--- src/rtl/plru4_pkg.sv ---
// Shared types and tree arithmetic for the four-way pseudo-LRU unit.
// Assumes exactly four ways: a three-node tree per set.
package plru4_pkg;

    localparam int WAYS   = 4;
    localparam int WAY_W  = $clog2(WAYS);
    localparam int NODES  = WAYS - 1;

    typedef logic [WAY_W-1:0] way_t;

    // hi_node: recency inside ways 2/3; lo_node: inside ways 0/1; top: which half
    typedef struct packed {
        logic hi_node;
        logic lo_node;
        logic top;
    } tree_t;

endpackage

--- src/rtl/plru4_tree_update.sv ---
// Computes the tree of one set after an access to a given way.
// Only the nodes on the path to the way change; the sibling half is kept.
module plru4_tree_update
    import plru4_pkg::*;
(
    input  tree_t cur_tree,
    input  way_t  hit_way,
    output tree_t new_tree
);

    // Point the top node and the half's node at the accessed way.
    always_comb begin
        new_tree     = cur_tree;
        new_tree.top = hit_way[1];
        if (hit_way[1]) begin
            new_tree.hi_node = hit_way[0];
        end else begin
            new_tree.lo_node = hit_way[0];
        end
    end

endmodule

--- src/rtl/plru4_victim_pick.sv ---
// Walks one set's tree against the recorded directions to name a victim.
// Purely combinational; assumes the tree encoding of plru4_pkg.
module plru4_victim_pick
    import plru4_pkg::*;
(
    input  tree_t tree,
    output way_t  victim
);

    logic far_half;

    // Enter the half not used last, then the way not used last inside it.
    always_comb begin
        far_half  = ~tree.top;
        victim[1] = far_half;
        victim[0] = far_half ? ~tree.hi_node : ~tree.lo_node;
    end

endmodule

--- src/rtl/plru4_state_bank.sv ---
// Per-set tree storage with one write port and two combinational read ports.
// Assumes NUM_SETS is a power of two so every index addresses a set.
module plru4_state_bank
    import plru4_pkg::*;
#(
    parameter int NUM_SETS = 64,
    parameter int SET_W    = $clog2(NUM_SETS)
) (
    input  logic             clk,
    input  logic             rst_n,
    input  logic             wr_en,
    input  logic [SET_W-1:0] wr_set,
    input  tree_t            wr_tree,
    input  logic [SET_W-1:0] rd_set_upd,
    output tree_t            rd_tree_upd,
    input  logic [SET_W-1:0] rd_set_vic,
    output tree_t            rd_tree_vic
);

    tree_t trees [NUM_SETS];

    for (genvar g = 0; g < NUM_SETS; g++) begin : g_set
        // Hold one set's tree: clear on reset, load when this set is written.
        always_ff @(posedge clk) begin
            if (!rst_n) begin
                trees[g] <= '0;
            end else if (wr_en && (wr_set == SET_W'(g))) begin
                trees[g] <= wr_tree;
            end
        end
    end

    // Read ports return the registered state, i.e. before this cycle's write.
    always_comb begin
        rd_tree_upd = trees[rd_set_upd];
        rd_tree_vic = trees[rd_set_vic];
    end

endmodule

--- src/rtl/plru4_repl_unit.sv ---
// Four-way tree pseudo-LRU replacement unit, top level.
// Accesses update the named set at the clock edge; victim queries are
// answered combinationally from the state held before that edge.
module plru4_repl_unit
    import plru4_pkg::*;
#(
    parameter int NUM_SETS = 64,
    parameter int SET_W    = $clog2(NUM_SETS)
) (
    input  logic             clk,
    input  logic             rst_n,
    input  logic             acc_valid,
    input  logic [SET_W-1:0] acc_set,
    input  logic [1:0]       acc_way,
    input  logic [SET_W-1:0] vic_set,
    output logic [1:0]       vic_way
);

    tree_t cur_acc_tree;
    tree_t nxt_acc_tree;
    tree_t cur_vic_tree;
    way_t  picked;

    plru4_state_bank #(
        .NUM_SETS (NUM_SETS),
        .SET_W    (SET_W)
    ) u_bank (
        .clk         (clk),
        .rst_n       (rst_n),
        .wr_en       (acc_valid),
        .wr_set      (acc_set),
        .wr_tree     (nxt_acc_tree),
        .rd_set_upd  (acc_set),
        .rd_tree_upd (cur_acc_tree),
        .rd_set_vic  (vic_set),
        .rd_tree_vic (cur_vic_tree)
    );

    plru4_tree_update u_upd (
        .cur_tree (cur_acc_tree),
        .hit_way  (acc_way),
        .new_tree (nxt_acc_tree)
    );

    plru4_victim_pick u_pick (
        .tree   (cur_vic_tree),
        .victim (picked)
    );

    // Drive the victim output from the tree walk.
    always_comb begin
        vic_way = picked;
    end

endmodule

--- config.mk ---
export PLATFORM = sky130hd
export DESIGN_NAME = plru4_repl_unit
export DESIGN_NICKNAME = d
export VERILOG_FILES = /design/src/rtl/plru4_pkg.sv /design/src/rtl/plru4_tree_update.sv /design/src/rtl/plru4_victim_pick.sv /design/src/rtl/plru4_state_bank.sv /design/src/rtl/plru4_repl_unit.sv
export SDC_FILE = /design/constraint.sdc
export NUM_CORES = 1
export LEC_CHECK = 0
export BUFFER_PORTS_ARGS = -buffer_cell sky130_fd_sc_hd__buf_2
export CAP_MARGIN = 20
export CORE_MARGIN = 2
export CORE_UTILIZATION = 59
export CTS_BUF_LIST = sky130_fd_sc_hd__clkbuf_2 sky130_fd_sc_hd__clkbuf_4 sky130_fd_sc_hd__clkbuf_8
export DETAILED_ROUTE_END_ITERATION = 16
export PLACE_DENSITY_LB_ADDON = 0.15
export RECOVER_POWER = 50
export SYNTH_ARGS = -nofsm -noshare
export SYNTH_HDL_FRONTEND = slang
export SYNTH_SLANG_ARGS = --single-unit
--- constraint.sdc ---
create_clock -name clk -period 2.8 [get_ports clk]
set_clock_uncertainty 0.15 [all_clocks]
set_input_delay 0.28 -clock clk [delete_from_list [all_inputs] [get_ports clk]]
set_output_delay 0.28 -clock clk [all_outputs]
set_load 0.01 [all_outputs]
==> impl_metrics.toml <==
[routing]
drc_errors = 0
vias = 7850
wirelength_um = 30700
drt_pass1_iterations = 5
drtAntennaViolNets = 0
post_drt_wl_per_cell_um = 28.3
drtIter0Drc = 1113
via_per_inst = 7.24

[sta]
setup-tns-final_ps = -136
finalCritPeriodShare_pct = 105
drv_slew = 0
rsz0062_at_grt = "yes"
relSlewSlack_pct = 31.7
setup_slack_ps = -126
fmax_ghz = 0.342
setup_viol = 2
whs_ps = 296
period_minus_slack_ps = 2930
worst_pin_slew_ps = 1020
hold_violations = 0

[clock_network]
cts_sinks = 192
cts_max_level = 4
clk_path_buf_depth = 2
cts_tree = "built"
root_buffer = "clkbuf_8"
numCtsBuffers = 17
cts_hold_buf = 0
insertion_delay_ps = 470
path_clk_slew_ps = 100

[setup_path]
reg2regPathDepth = 6
crit_required_ps = 2370
critPathTopFamily = "multiplexers"
r2r_end = "u_bank.trees[14][2]$_SDFFCE_PN0P_"
arrival_ps = 2500
slowest_delay_ps = 480
path_max_fanout = 2
r2r-start = "u_bank.trees[35][2]$_SDFFCE_PN0P_"
cp-end-kind = "primary output"
r2r_slack_ps = 50
path_class = "reg2out"
start_kind = "flip-flop"
slowest_stage = "mux4_2"
critPathBufInv = 1
cp_cell_sequence = "mux4_2 > nor2b_4 > a211oi_4 > a211oi_2 > o31ai_2 > mux2i_1 > buf_2"

[yosys]
avgSynthCellArea_um2 = 12.3
yosysTopAreaCellShare_pct = 55.3
ys_ff_latch = 192
synth.net_count = 866
yosys_warnings = 0
synth_top_cell_by_area = "edfxtp_1"
netlist_top_cells_area = "edfxtp_1, mux4_2, nor3_1, mux2i_1, o21ai_0"
synth_cell_type_count = 37
synth.yosys.seq_area_share_pct = 55.3
synth_area_um2 = 10400
synthCells = 849

[placement]
dp_slack_ps = -194
port-buffer-count = 18
hpwl_um = 22000
place.gp.congestion = 1.03

[global_routing]
grt_max_degree = 37
grt_pass1_wl_um = 46100
grt_pass1_vias = 7788
grt.total_usage_pct = 34.5
overflow = 0
antenna_found_initial = 0

[floorplanning]
row_count = 48
pin_count = 19
die_w_um = 137
coreArea_um2 = 17300
die_y_um = 137
dieArea_um2 = 18700
initial_core_util_pct = 60.3

[power_and_ir_drop]
p_leak_nw = 3.60
vdd_ir_drop_max_v = 0.000338
total_power_mw = 6.13
p_per_area_nw_per_um2 = 541

[hold_path]
holdPathStages = 3
worst_hold_path_type = "in2reg"
min_to = "u_bank.trees[58][1]$_SDFFCE_PN0P_"
worstHoldStart = "rst_n"

[cells_and_area]
n_antenna_cell = 0
syn_to_final_growth_pct = 8.73
nets = 868
drive_gt1_share_pct = 19.9
top_regs = "u_bank.trees: 192 flops"
regMostFlops = "u_bank.trees"
largest_reg_flops = 192
final_core_utilization_pct = 65.5

[run_status]
violations = "negative setup slack"
status = "finished with violations"

[job]
maxCapViolations = 0
[power by group]
part | switching, mW | leakage (nW) | internal (mW)
combinational | 0.525 | 1.47 | 0.329
sequential | 0.0618 | 1.93 | 3.27
clock | 0.979 | 0.194 | 0.965
[cell usage after synthesis]
cell / instances
nand2_1: 71
edfxtp_1: 192
nor2_8: 1
buf_1: 9
a21oi_1: 12
a21boi_0: 2
a31oi_1: 4
or2_2: 2
nor2b_1: 17
mux2i_1: 41
a211oi_1: 2
o21ai_0: 64
a22oi_1: 15
nand3_1: 20
and2_1: 1
or4_1: 1
buf_6: 9
nand4_2: 1
mux4_2: 68
buf_4: 7
mux2_2: 1
o41ai_1: 1
nor3b_1: 1
nor4_1: 1
clkbuf_1: 55
a2111oi_0: 4
a221oi_1: 4
and3_1: 1
o211ai_1: 2
o31ai_1: 1
a22o_1: 1
nor2_1: 83
nor3_1: 136
buf_2: 9
nand2b_1: 7
nand3b_1: 1
nand4_1: 2
[kinds of logic (layout without fill, tap and decap cells)]
logic type             after synthesis  in the layout  share of synthesized area [%]
AO/OA/AOI/OAI                      112            112                           6.31
buffers and inverters               89            100                           4.21
flip-flops                         192            192                           55.3
multiplexers                       110            110                           18.7
AND/OR/NAND/NOR                    346            346                           15.4
[per-layer routing]
layer,track usage [%],routed length (µm)
met1,48.0,11400
met5,0,0
met2,53.3,14600
met4,14.0,1110
met3,7.48,3620
[stage by stage]
| stage | cell area [µm²] | instances |
|---|---|---|
| floorplan | 10400 | 849 |
| global placement | 10900 | 1057 |
| detailed placement | 10900 | 1057 |
| CTS | 11400 | 1085 |
| global route | 11300 | 1085 |
| finish | 11300 | 1085 |
[worst reg2reg max path, stage by stage (launching register included)]
cell and delay (ps):
edfxtp_1 390, mux4_2 540, mux4_2 530, a22oi_1 250, and3_2 290, buf_12 210, nor3_1 100
[area by class of cell]
class,count,area (µm²)
clock buffers,18,241
flip-flops and latches,192,5770
well taps,225,282
clock inverters,10,164
repair buffers,72,621
fillers,1267,5960
multi-input cells,568,4260
[how the worst max path moves through the flow]
stage | startpoint | end | slack [ps] | cells past startpoint
finish | u_bank.trees[0][0]$_SDFFCE_PN0P_ | vic_way[0] | -130 | 7
global route | u_bank.trees[3][0]$_SDFFCE_PN0P_ | vic_way[0] | -170 | 7
CTS | u_bank.trees[7][0]$_SDFFCE_PN0P_ | vic_way[0] | -100 | 6
detailed placement | acc_set[0] | u_bank.trees[14][2]$_SDFFCE_PN0P_ | -190 | 8
global placement | vic_set[0] | vic_way[0] | -160 | 8
floorplan | vic_set[0] | vic_way[0] | 80 | 10
[repair_timing]
action                     4_1_cts  5_1_grt
setup buffers                    0        1
resized for setup                5        3
setup endpoints to repair        2        2
pin swaps                        3        1
[cell usage in the layout (no fill, tap or decap), types with 2 or more instances in the layout]
master | netlist | final
nand4_1 | 2 | 2
nor2_1 | 83 | 83
buf_2 | 9 | 13
nor2b_1 | 17 | 16
o211ai_1 | 2 | 2
mux2i_1 | 41 | 41
nand3_2 | 0 | 2
buf_4 | 7 | 37
a31oi_1 | 4 | 4
a221oi_1 | 4 | 4
buf_12 | 0 | 11
nor3_1 | 136 | 136
or2_2 | 2 | 2
a21oi_1 | 12 | 12
a21boi_0 | 2 | 2
nand3_1 | 20 | 18
nand2_1 | 71 | 71
bufinv_16 | 0 | 4
mux4_2 | 68 | 68
clkinvlp_4 | 0 | 3
clkbuf_1 | 55 | 8
nand2b_1 | 7 | 7
edfxtp_1 | 192 | 192
a22oi_1 | 15 | 15
buf_6 | 9 | 2
o21ai_0 | 64 | 64
a2111oi_0 | 4 | 4
clkbuf_8 | 0 | 17
inv_6 | 0 | 2
Power figures use the tool's default switching activity.
